## src/rtl/hb_dt_pkg.sv

```systemverilog
package hb_dt_pkg;

  typedef enum logic [1:0] {
    ST_OFF  = 2'd0,
    ST_DEAD = 2'd1,
    ST_HIGH = 2'd2,
    ST_LOW  = 2'd3
  } hbState_t;

  // Strobes from control to datapath
  typedef struct packed {
    logic startDead;   // new interval: capture mode, side, clear count
    logic restartDead; // reversal: capture side, clear count, keep preset
    logic countStep;   // advance the interval counter
  } dpStrobe_t;

  localparam int unsigned NUM_PRESETS = 4;

endpackage

```

## src/rtl/hb_dt_datapath.sv

```systemverilog
module hb_dt_datapath
  import hb_dt_pkg::*;
#(
  parameter int unsigned DEAD_CYC0 = 3,
  parameter int unsigned DEAD_CYC1 = 5,
  parameter int unsigned DEAD_CYC2 = 7,
  parameter int unsigned DEAD_CYC3 = 9,
  parameter int unsigned MODE_W    = 3
) (
  input  logic              clk,
  input  logic              rst,
  input  logic              pwmIn,
  input  logic [MODE_W-1:0] modeCode,
  input  dpStrobe_t         strobe,
  output logic              targetSide,
  output logic              countDone,
  output logic              shutReq
);

  localparam int unsigned MAX_A   = (DEAD_CYC0 > DEAD_CYC1) ? DEAD_CYC0 : DEAD_CYC1;
  localparam int unsigned MAX_B   = (DEAD_CYC2 > DEAD_CYC3) ? DEAD_CYC2 : DEAD_CYC3;
  localparam int unsigned MAX_CYC = (MAX_A > MAX_B) ? MAX_A : MAX_B;
  localparam int unsigned CNT_W   = (MAX_CYC > 1) ? $clog2(MAX_CYC) : 1;
  localparam int unsigned SEL_W   = $clog2(NUM_PRESETS);

  logic [CNT_W-1:0] presetLast [NUM_PRESETS];
  logic [CNT_W-1:0] count;
  logic [CNT_W-1:0] lastCnt;
  logic [CNT_W-1:0] selLast;
  logic [SEL_W-1:0] presetSel;

  // Last count value of each preset (interval length minus one)
  generate
    for (genvar gi = 0; gi < NUM_PRESETS; gi++) begin : g_preset
      localparam int unsigned CYC = (gi == 0) ? DEAD_CYC0 :
                                    (gi == 1) ? DEAD_CYC1 :
                                    (gi == 2) ? DEAD_CYC2 : DEAD_CYC3;
      assign presetLast[gi] = CNT_W'(CYC - 1);
    end
  endgenerate

  assign shutReq   = (modeCode >= MODE_W'(NUM_PRESETS));
  assign presetSel = modeCode[SEL_W-1:0];
  assign selLast   = presetLast[presetSel];

  always_ff @(posedge clk) begin
    if (rst) begin
      count      <= '0;
      lastCnt    <= presetLast[0];
      targetSide <= 1'b0;
    end else if (strobe.startDead) begin
      count      <= '0;
      lastCnt    <= selLast;
      targetSide <= pwmIn;
    end else if (strobe.restartDead) begin
      count      <= '0;
      targetSide <= pwmIn;
    end else if (strobe.countStep) begin
      count      <= count + CNT_W'(1);
    end
  end

  assign countDone = (count == lastCnt);

endmodule

```

## src/rtl/hb_dt_ctrl.sv

```systemverilog
module hb_dt_ctrl
  import hb_dt_pkg::*;
(
  input  logic      clk,
  input  logic      rst,
  input  logic      pwmIn,
  input  logic      blocked,
  input  logic      targetSide,
  input  logic      countDone,
  output dpStrobe_t strobe,
  output logic      hiEn,
  output logic      loEn
);

  hbState_t state, stateNext;

  always_comb begin
    stateNext = state;
    strobe    = '0;
    if (blocked) begin
      stateNext = ST_OFF;
    end else begin
      unique case (state)
        ST_OFF: begin
          strobe.startDead = 1'b1;
          stateNext        = ST_DEAD;
        end
        ST_DEAD: begin
          if (pwmIn != targetSide) begin
            strobe.restartDead = 1'b1;
          end else if (countDone) begin
            stateNext = targetSide ? ST_HIGH : ST_LOW;
          end else begin
            strobe.countStep = 1'b1;
          end
        end
        ST_HIGH: begin
          if (!pwmIn) begin
            strobe.startDead = 1'b1;
            stateNext        = ST_DEAD;
          end
        end
        ST_LOW: begin
          if (pwmIn) begin
            strobe.startDead = 1'b1;
            stateNext        = ST_DEAD;
          end
        end
        default: stateNext = ST_OFF;
      endcase
    end
  end

  always_ff @(posedge clk) begin
    if (rst) state <= ST_OFF;
    else     state <= stateNext;
  end

  assign hiEn = (state == ST_HIGH);
  assign loEn = (state == ST_LOW);

endmodule

```

## src/rtl/halfbridge_deadtime.sv

```systemverilog
module halfbridge_deadtime
  import hb_dt_pkg::*;
#(
  parameter int unsigned DEAD_CYC0 = 3,
  parameter int unsigned DEAD_CYC1 = 5,
  parameter int unsigned DEAD_CYC2 = 7,
  parameter int unsigned DEAD_CYC3 = 9
) (
  input  logic       clk,
  input  logic       rst,
  input  logic       pwmIn,
  input  logic [2:0] modeCode,
  input  logic       uvFlag,
  output logic       hiEn,
  output logic       loEn
);

  dpStrobe_t strobe;
  logic      targetSide;
  logic      countDone;
  logic      shutReq;
  logic      blocked;

  assign blocked = uvFlag | shutReq;

  hb_dt_datapath #(
    .DEAD_CYC0(DEAD_CYC0),
    .DEAD_CYC1(DEAD_CYC1),
    .DEAD_CYC2(DEAD_CYC2),
    .DEAD_CYC3(DEAD_CYC3),
    .MODE_W   (3)
  ) dp_i (
    .clk       (clk),
    .rst       (rst),
    .pwmIn     (pwmIn),
    .modeCode  (modeCode),
    .strobe    (strobe),
    .targetSide(targetSide),
    .countDone (countDone),
    .shutReq   (shutReq)
  );

  hb_dt_ctrl ctrl_i (
    .clk       (clk),
    .rst       (rst),
    .pwmIn     (pwmIn),
    .blocked   (blocked),
    .targetSide(targetSide),
    .countDone (countDone),
    .strobe    (strobe),
    .hiEn      (hiEn),
    .loEn      (loEn)
  );

endmodule

```

## config.mk

```make
export PLATFORM = sky130hd
export DESIGN_NAME = halfbridge_deadtime
export DESIGN_NICKNAME = d
export VERILOG_FILES = /design/src/rtl/hb_dt_pkg.sv /design/src/rtl/hb_dt_datapath.sv /design/src/rtl/hb_dt_ctrl.sv /design/src/rtl/halfbridge_deadtime.sv
export SDC_FILE = /design/constraint.sdc
export NUM_CORES = 1
export LEC_CHECK = 0
export BUFFER_PORTS_ARGS = -buffer_cell sky130_fd_sc_hd__buf_2
export CORE_MARGIN = 2
export CORE_UTILIZATION = 30
export CTS_CLUSTER_SIZE = 20
export DETAILED_ROUTE_END_ITERATION = 8
export PLACE_DENSITY_LB_ADDON = 0.3
export SLEW_MARGIN = 30
export SYNTH_ARGS = -nofsm -noshare
export SYNTH_HDL_FRONTEND = slang
export SYNTH_SLANG_ARGS = --single-unit
```

## constraint.sdc

```tcl
create_clock -name clk -period 3 [get_ports clk]
set_input_delay 0.45 -clock clk [delete_from_list [all_inputs] [get_ports clk]]
set_output_delay 0.45 -clock clk [all_outputs]
set_load 0.05 [all_outputs]
```

Yosys cells after proc, flatten, opt, wreduce, memory -nomap -nowiden
Cells that the tools add are included.

Register bits after elaboration: 11. Bits in latches: 0. RAM bits: 0. Memory bits (read-only): 0. Input bits: 7. Output and inout port bits: 2. Word-level logic and storage cells: 42. Memories kept: 0.

Add/sub/neg operators: 1. Multiply operators: 0. Div/mod/pow operators: 0. Magnitude comparators: 2. Eq/ne operators: 9. Shift-type cells: 0. Mux-type cells: 19. Bitwise operators: 2. Reductions and logical operators: 5.

Operators with widths (number): $mux W2 (5); $bmux W4 S2 (1); $mux W1 (8); $mux W4 (2); $ne A2 B2 Y1 const B (4); $pmux W2 S4 (1); $ge A3 B3 Y1 const B (2); $add A4 B1 Y4 const B (1); $eq A2 B2 Y1 const B (2); $eq A4 B4 Y1 (1); $reduce_and A4 Y1 (1); $mux W3 (1); $not A2 Y3 (1); $pmux W1 S3 (1); $reduce_or A3 Y1 (1); $eq A2 B1 Y1 const B (1); $logic_not A2 Y1 (1); $reduce_bool A2 Y1 (1); $reduce_or A2 Y1 (1); $ne A1 B1 Y1 (1); $or A1 B1 Y1 (1).

Depth between registers and ports, before layout
Depth after elaboration: 7. Mapped depth: 5. Gate-level depth less buffers: 4.

Cells and area by module
Synthesis repeated with hierarchy kept, for this count alone.

Cell total of the unflattened synthesis: 63. Area, all modules: 603.1 µm².

By module, submodules not included: hb_dt_datapath (times used 1, cells each 42, area each 426.7 µm²); hb_dt_ctrl (times used 1, cells each 20, area each 170.2 µm²); halfbridge_deadtime (times used 1, cells each 1, area each 6.3 µm²).

Worst setup path after synthesis
Ideal clock, no wire load.

Path type: reg2out. Start point: register ctrl_i.state[1]. End point: output hiEn. Data arrival time: 1.187 ns. Data required time: 2.550 ns. Path slack: 1.363 ns. Stages on the path, launching flop included: 2. Path buffers: 0. Cells stage by stage: dfxtp_1 -> nor2b_1.

Longest elaborated chain between the ends: 1.

RTL lines: start: declaration (RTL line hb_dt_ctrl.sv:15) `hbState_t state, stateNext;`; start signal: assignment (RTL line hb_dt_ctrl.sv:56) `else state <= stateNext;`; $eq A2 B2 Y1 (RTL line hb_dt_ctrl.sv:59) `assign hiEn = (state == ST_HIGH);`; end: declaration (RTL line halfbridge_deadtime.sv:14) `output logic hiEn,`.

No other way between the ends.

Worst setup path in the final report
Same ends and word-level chain as after synthesis.

==> impl_summary.md <==
Worst setup path
The master of the slowest instance on the critical path is sky130_fd_sc_hd__dfxtp_1. Of all nets on the critical path, the largest fanout is 8. The path depth of the worst reg2reg path is 4. The worst setup path category is reg2out. The critical path startpoint category is a register.

Tracing the worst setup path back leads to its startpoint at ctrl_i.state[1]. The critical path ends at hiEn. The startpoint identified for the worst register-to-register timing path is dp_i.count[2]. STA puts the critical path data required time at ~2.6 ns. The number of logic stages on the critical path including buffering is 2. The worst setup path is captured at a primary output. The worst register-to-register path has a setup slack of 1.49 ns. The cell class contributing the biggest share of worst-path delay is flip-flops. Data arrives at the worst endpoint at 1.24 ns. For this run, the slowest stage of the critical path takes 0.44 ns.

Counting both buffers and inverters, the worst setup path holds a total of 1. The critical path goes through nor2b_1 > buf_2. The worst register-to-register path ends at ctrl_i.state[0].

Synthesis
sky130_fd_sc_hd__dfxtp_1 takes more of the synthesized area than any other cell. The Yosys step of the flow raised 0 warnings. Among all flip-flop cells after synthesis, the most frequent one is sky130_fd_sc_hd__dfxtp_1. Each instance of the synthesized netlist takes up on average 9.34 um2. By area the synthesized netlist is led by sky130_fd_sc_hd__dfxtp_1 32%, sky130_fd_sc_hd__ha_1 8.0%, sky130_fd_sc_hd__xor2_1 7.0%, sky130_fd_sc_hd__nor2_1 4.2%, sky130_fd_sc_hd__a21oi_1 4.0%. The area fraction of the dominant cell type after synthesis is 0.320. The area of the mapped netlist is 626 um2. The async set or reset register ratio after synthesis is 0.

Synthesis produced 67 cells. The register bit total from synthesis is 10. The number of distinct library cells after synthesis is 32.

In this run, synthesis inferred 0 flip-flops with an integrated enable. The share of the Yosys chip area taken by registers is 0.320. Synthesis produced a netlist with a net count of 78.

STA
The setup violation total in the final timing report is 0. The max-slew violation count is 0. The final setup slack of the worst path is 1.31 ns. The final-layout setup total negative slack is 0 ns. Setup repair after global routing left no endpoint under its margin.

Of the available clock period, the critical path in the final layout requires 0.563. Subtracting the final worst setup slack from the clock period gives 1.69 ns. The maximum clock skew at final layout is between 0.004 and 0.005 ns. The final count of hold timing violations was 0.

For this run, the top clock speed supported by timing is 0.592 GHz. The transition time at the pin with the least slew margin is 0.616 ns. Hold timing on the final database bottoms out at a slack of 0.425 ns. The tightest slew margin relative to the limit is 0.586.

Global route
The overall global routing resource usage is 0.106. The first global-routing pass estimated 1.93 mm of wire. The via count of the first global-routing pass is 454. The initial antenna violation count is 0.

For this run the aggregate overflow at the end of global routing stands at 0. Entering global routing, the biggest net connects 10 pins.

Floorplanning
The area of the die is 2470 um2. The cell row count is 16. In this run the count of I/O pins placed on the die edge is 9. The initial utilization of the core area, before any placement, comes to 0.319.

The die is 49.7 um tall. The total core area is 1960 um2. The width of the die is 49.7 um.

Clock tree
Clock latency on the worst-skew pair, taken at its later pin, is approximately 0.27 ns. The number of hold buffers added after CTS was 0. In this run the post-CTS setup repair buffer count came out at 0. Counting the buffers created by CTS gives 3. The post-cts gate resize count is 0. The CTS tree is done. CTS saw 10 sinks. In this run the clock root is driven by a sky130_fd_sc_hd__clkbuf_4. The number of buffers on the longest clock path is 2. In this run the number of H-tree levels came out at 1. After clock tree synthesis, the clock-pin slew on the worst setup and hold paths is 0.07 ns.

Final layout
The number of inserted diodes is 0. The finished cells cover 724 um2. Summing all multi-input logic gate instances after layout gives ~400 um2.

The sequential cells in the finished layout cover a total of approximately 200 um2. The net count reported at finish is 90. The number of fillers in the final layout is 221. Of the cells placed in the final design, the portion with a size suffix greater than 1 is 0.256. The area growth from synthesis to layout is 15.8%.

Route
The number of nets with antenna violations after routing is 0. The detailed-route wire length per cell is ~11 um. The per-cell via count in the routed design is 4.70. The aggregate routed wire length is 1.11 mm. Across all layers, the routed design uses just under 500 vias.

For this run, design rule violations remaining after detail routing come to 0. Before antenna repair, the detailed router went through 4 iterations. The first routing iteration left 5 violations.

Pwr
The net switching power is between 0.00006 and 0.00007 W. The share of total power dissipated in the clock network is 0.418. Cell internal power was estimated by the tool at 0.000224 W. In this run the power density over the cells is 406 nW/um2. The sequential share of power is 0.475. The leakage dissipation is 0.333 nW.

The share of total power in combinational logic is 0.107. Of the total power, the share spent switching nets is 0.238. The worst-case IR drop observed on VDD is 0.000198 V.

The total power draw is 0.000294 W.

Placement
The count of buffers added on input and output ports is 8. The final weighted congestion of routability-driven global placement is 0.749. The pre-CTS setup slack is ~1.3 ns. The standard cell area after detailed placement is 688 um2. Detailed placement finished with a half-perimeter wire length of 839 um.

Flow run
The reported max-cap violation count is 0.

Min path
The class of the tightest hold or removal check is in2reg.

Status
The run finished with clean final reports.
-- synthesized netlist by cell type (2+ instances only) --
cell	instances
sky130_fd_sc_hd__nand3_1	2
sky130_fd_sc_hd__ha_1	4
sky130_fd_sc_hd__a31o_2	2
sky130_fd_sc_hd__nor2_1	7
sky130_fd_sc_hd__nand2_1	2
sky130_fd_sc_hd__inv_1	3
sky130_fd_sc_hd__xor2_1	5
sky130_fd_sc_hd__a21oi_1	5
sky130_fd_sc_hd__o21ai_0	3
sky130_fd_sc_hd__or3_1	2
sky130_fd_sc_hd__dfxtp_1	10
sky130_fd_sc_hd__mux2i_1	2
-- cell families (layout without fill, tap and decap cells) --
kind of cell,Yosys count,in the layout,share of synthesized area
AND/OR/NAND/NOR,25,25,0.270
adder cells (fa/ha/maj),4,4,0.0800
XOR/XNOR,6,6,0.0960
AO/OA/AOI/OAI,16,16,0.166
buffers and inverters,4,15,0.0360
flip-flops,10,10,0.320
multiplexers,2,2,0.0320
-- per-stage QoR --
step,std cells,utilization
2_1_floorplan,67,-
4_1_cts,105,0.369
3_5_place_dp,101,0.351
5_1_grt,105,0.369
3_3_place_gp,101,0.351
6_report,105,0.369
-- how the worst min path moves through the flow --
stage / from / to / slack (ns) / cells past startpoint
detailed placement: dp_i.lastCnt[2] / dp_i.lastCnt[2] / 0.52 / 2
global route: rst / dp_i.lastCnt[2] / 0.43 / 2
floorplan: dp_i.count[0] / dp_i.count[0] / 0.48 / 2
CTS: rst / dp_i.lastCnt[2] / 0.41 / 2
finish: rst / dp_i.targetSide / 0.43 / 2
global placement: dp_i.lastCnt[2] / dp_i.lastCnt[2] / 0.50 / 2
-- sequential cells by signal (all words and copies together) (netlist names) --
| register | count |
|---|---|
| dp_i.targetSide | 1 |
| ctrl_i.state | 2 |
| dp_i.count | 4 |
| dp_i.lastCnt | 3 |
-- metal layers --
layer | track usage | up-vias | part of all wire
li1 | - | 261 | -
met1 | 0.121 | 224 | 0.49
met2 | 0.160 | 6 | 0.47
met4 | 0.111 | 0 | 0.024
met3 | 0.0182 | 2 | 0.013
met5 | 0 | - | 0
-- power groups by stage --
| stage | Sequential, W | Combinational (W) | Clock [W] |
|---|---|---|---|
| 2_1_floorplan | 0.000142 | 0.0000235 | 0 |
| 3_3_place_gp | 0.000143 | 0.0000313 | 0 |
| 3_5_place_dp | 0.000143 | 0.0000318 | 0 |
| 4_1_cts | 0.000140 | 0.0000319 | 0.000131 |
| 5_1_grt | 0.000140 | 0.0000358 | 0.000134 |
| 6_report | 0.000140 | 0.0000315 | 0.000123 |
-- cells in the final DEF (no fill, tap or decap), drive strengths merged, types with 2 or more instances in the layout --
master | synthesis | final
ha | 4 | 4
buf | 1 | 8
a31o | 2 | 2
nor2 | 7 | 7
clkbuf | 0 | 4
o21ai | 3 | 3
nand3 | 2 | 2
or3 | 2 | 2
xor2 | 6 | 6
dfxtp | 10 | 10
mux2i | 2 | 2
a21oi | 6 | 6
inv | 3 | 3
nand2 | 2 | 2
-- area by class of cell --
type                            instances  share of cell area
Inverter                                3              0.0155
Clock buffer                            4              0.0501
Multi-Input combinational cell         53               0.556
Sequential cell                        10               0.276
Tap cell                               27              0.0466
Timing Repair Buffer                    8              0.0553
No activity file was read; power rests on OpenSTA's default activity.
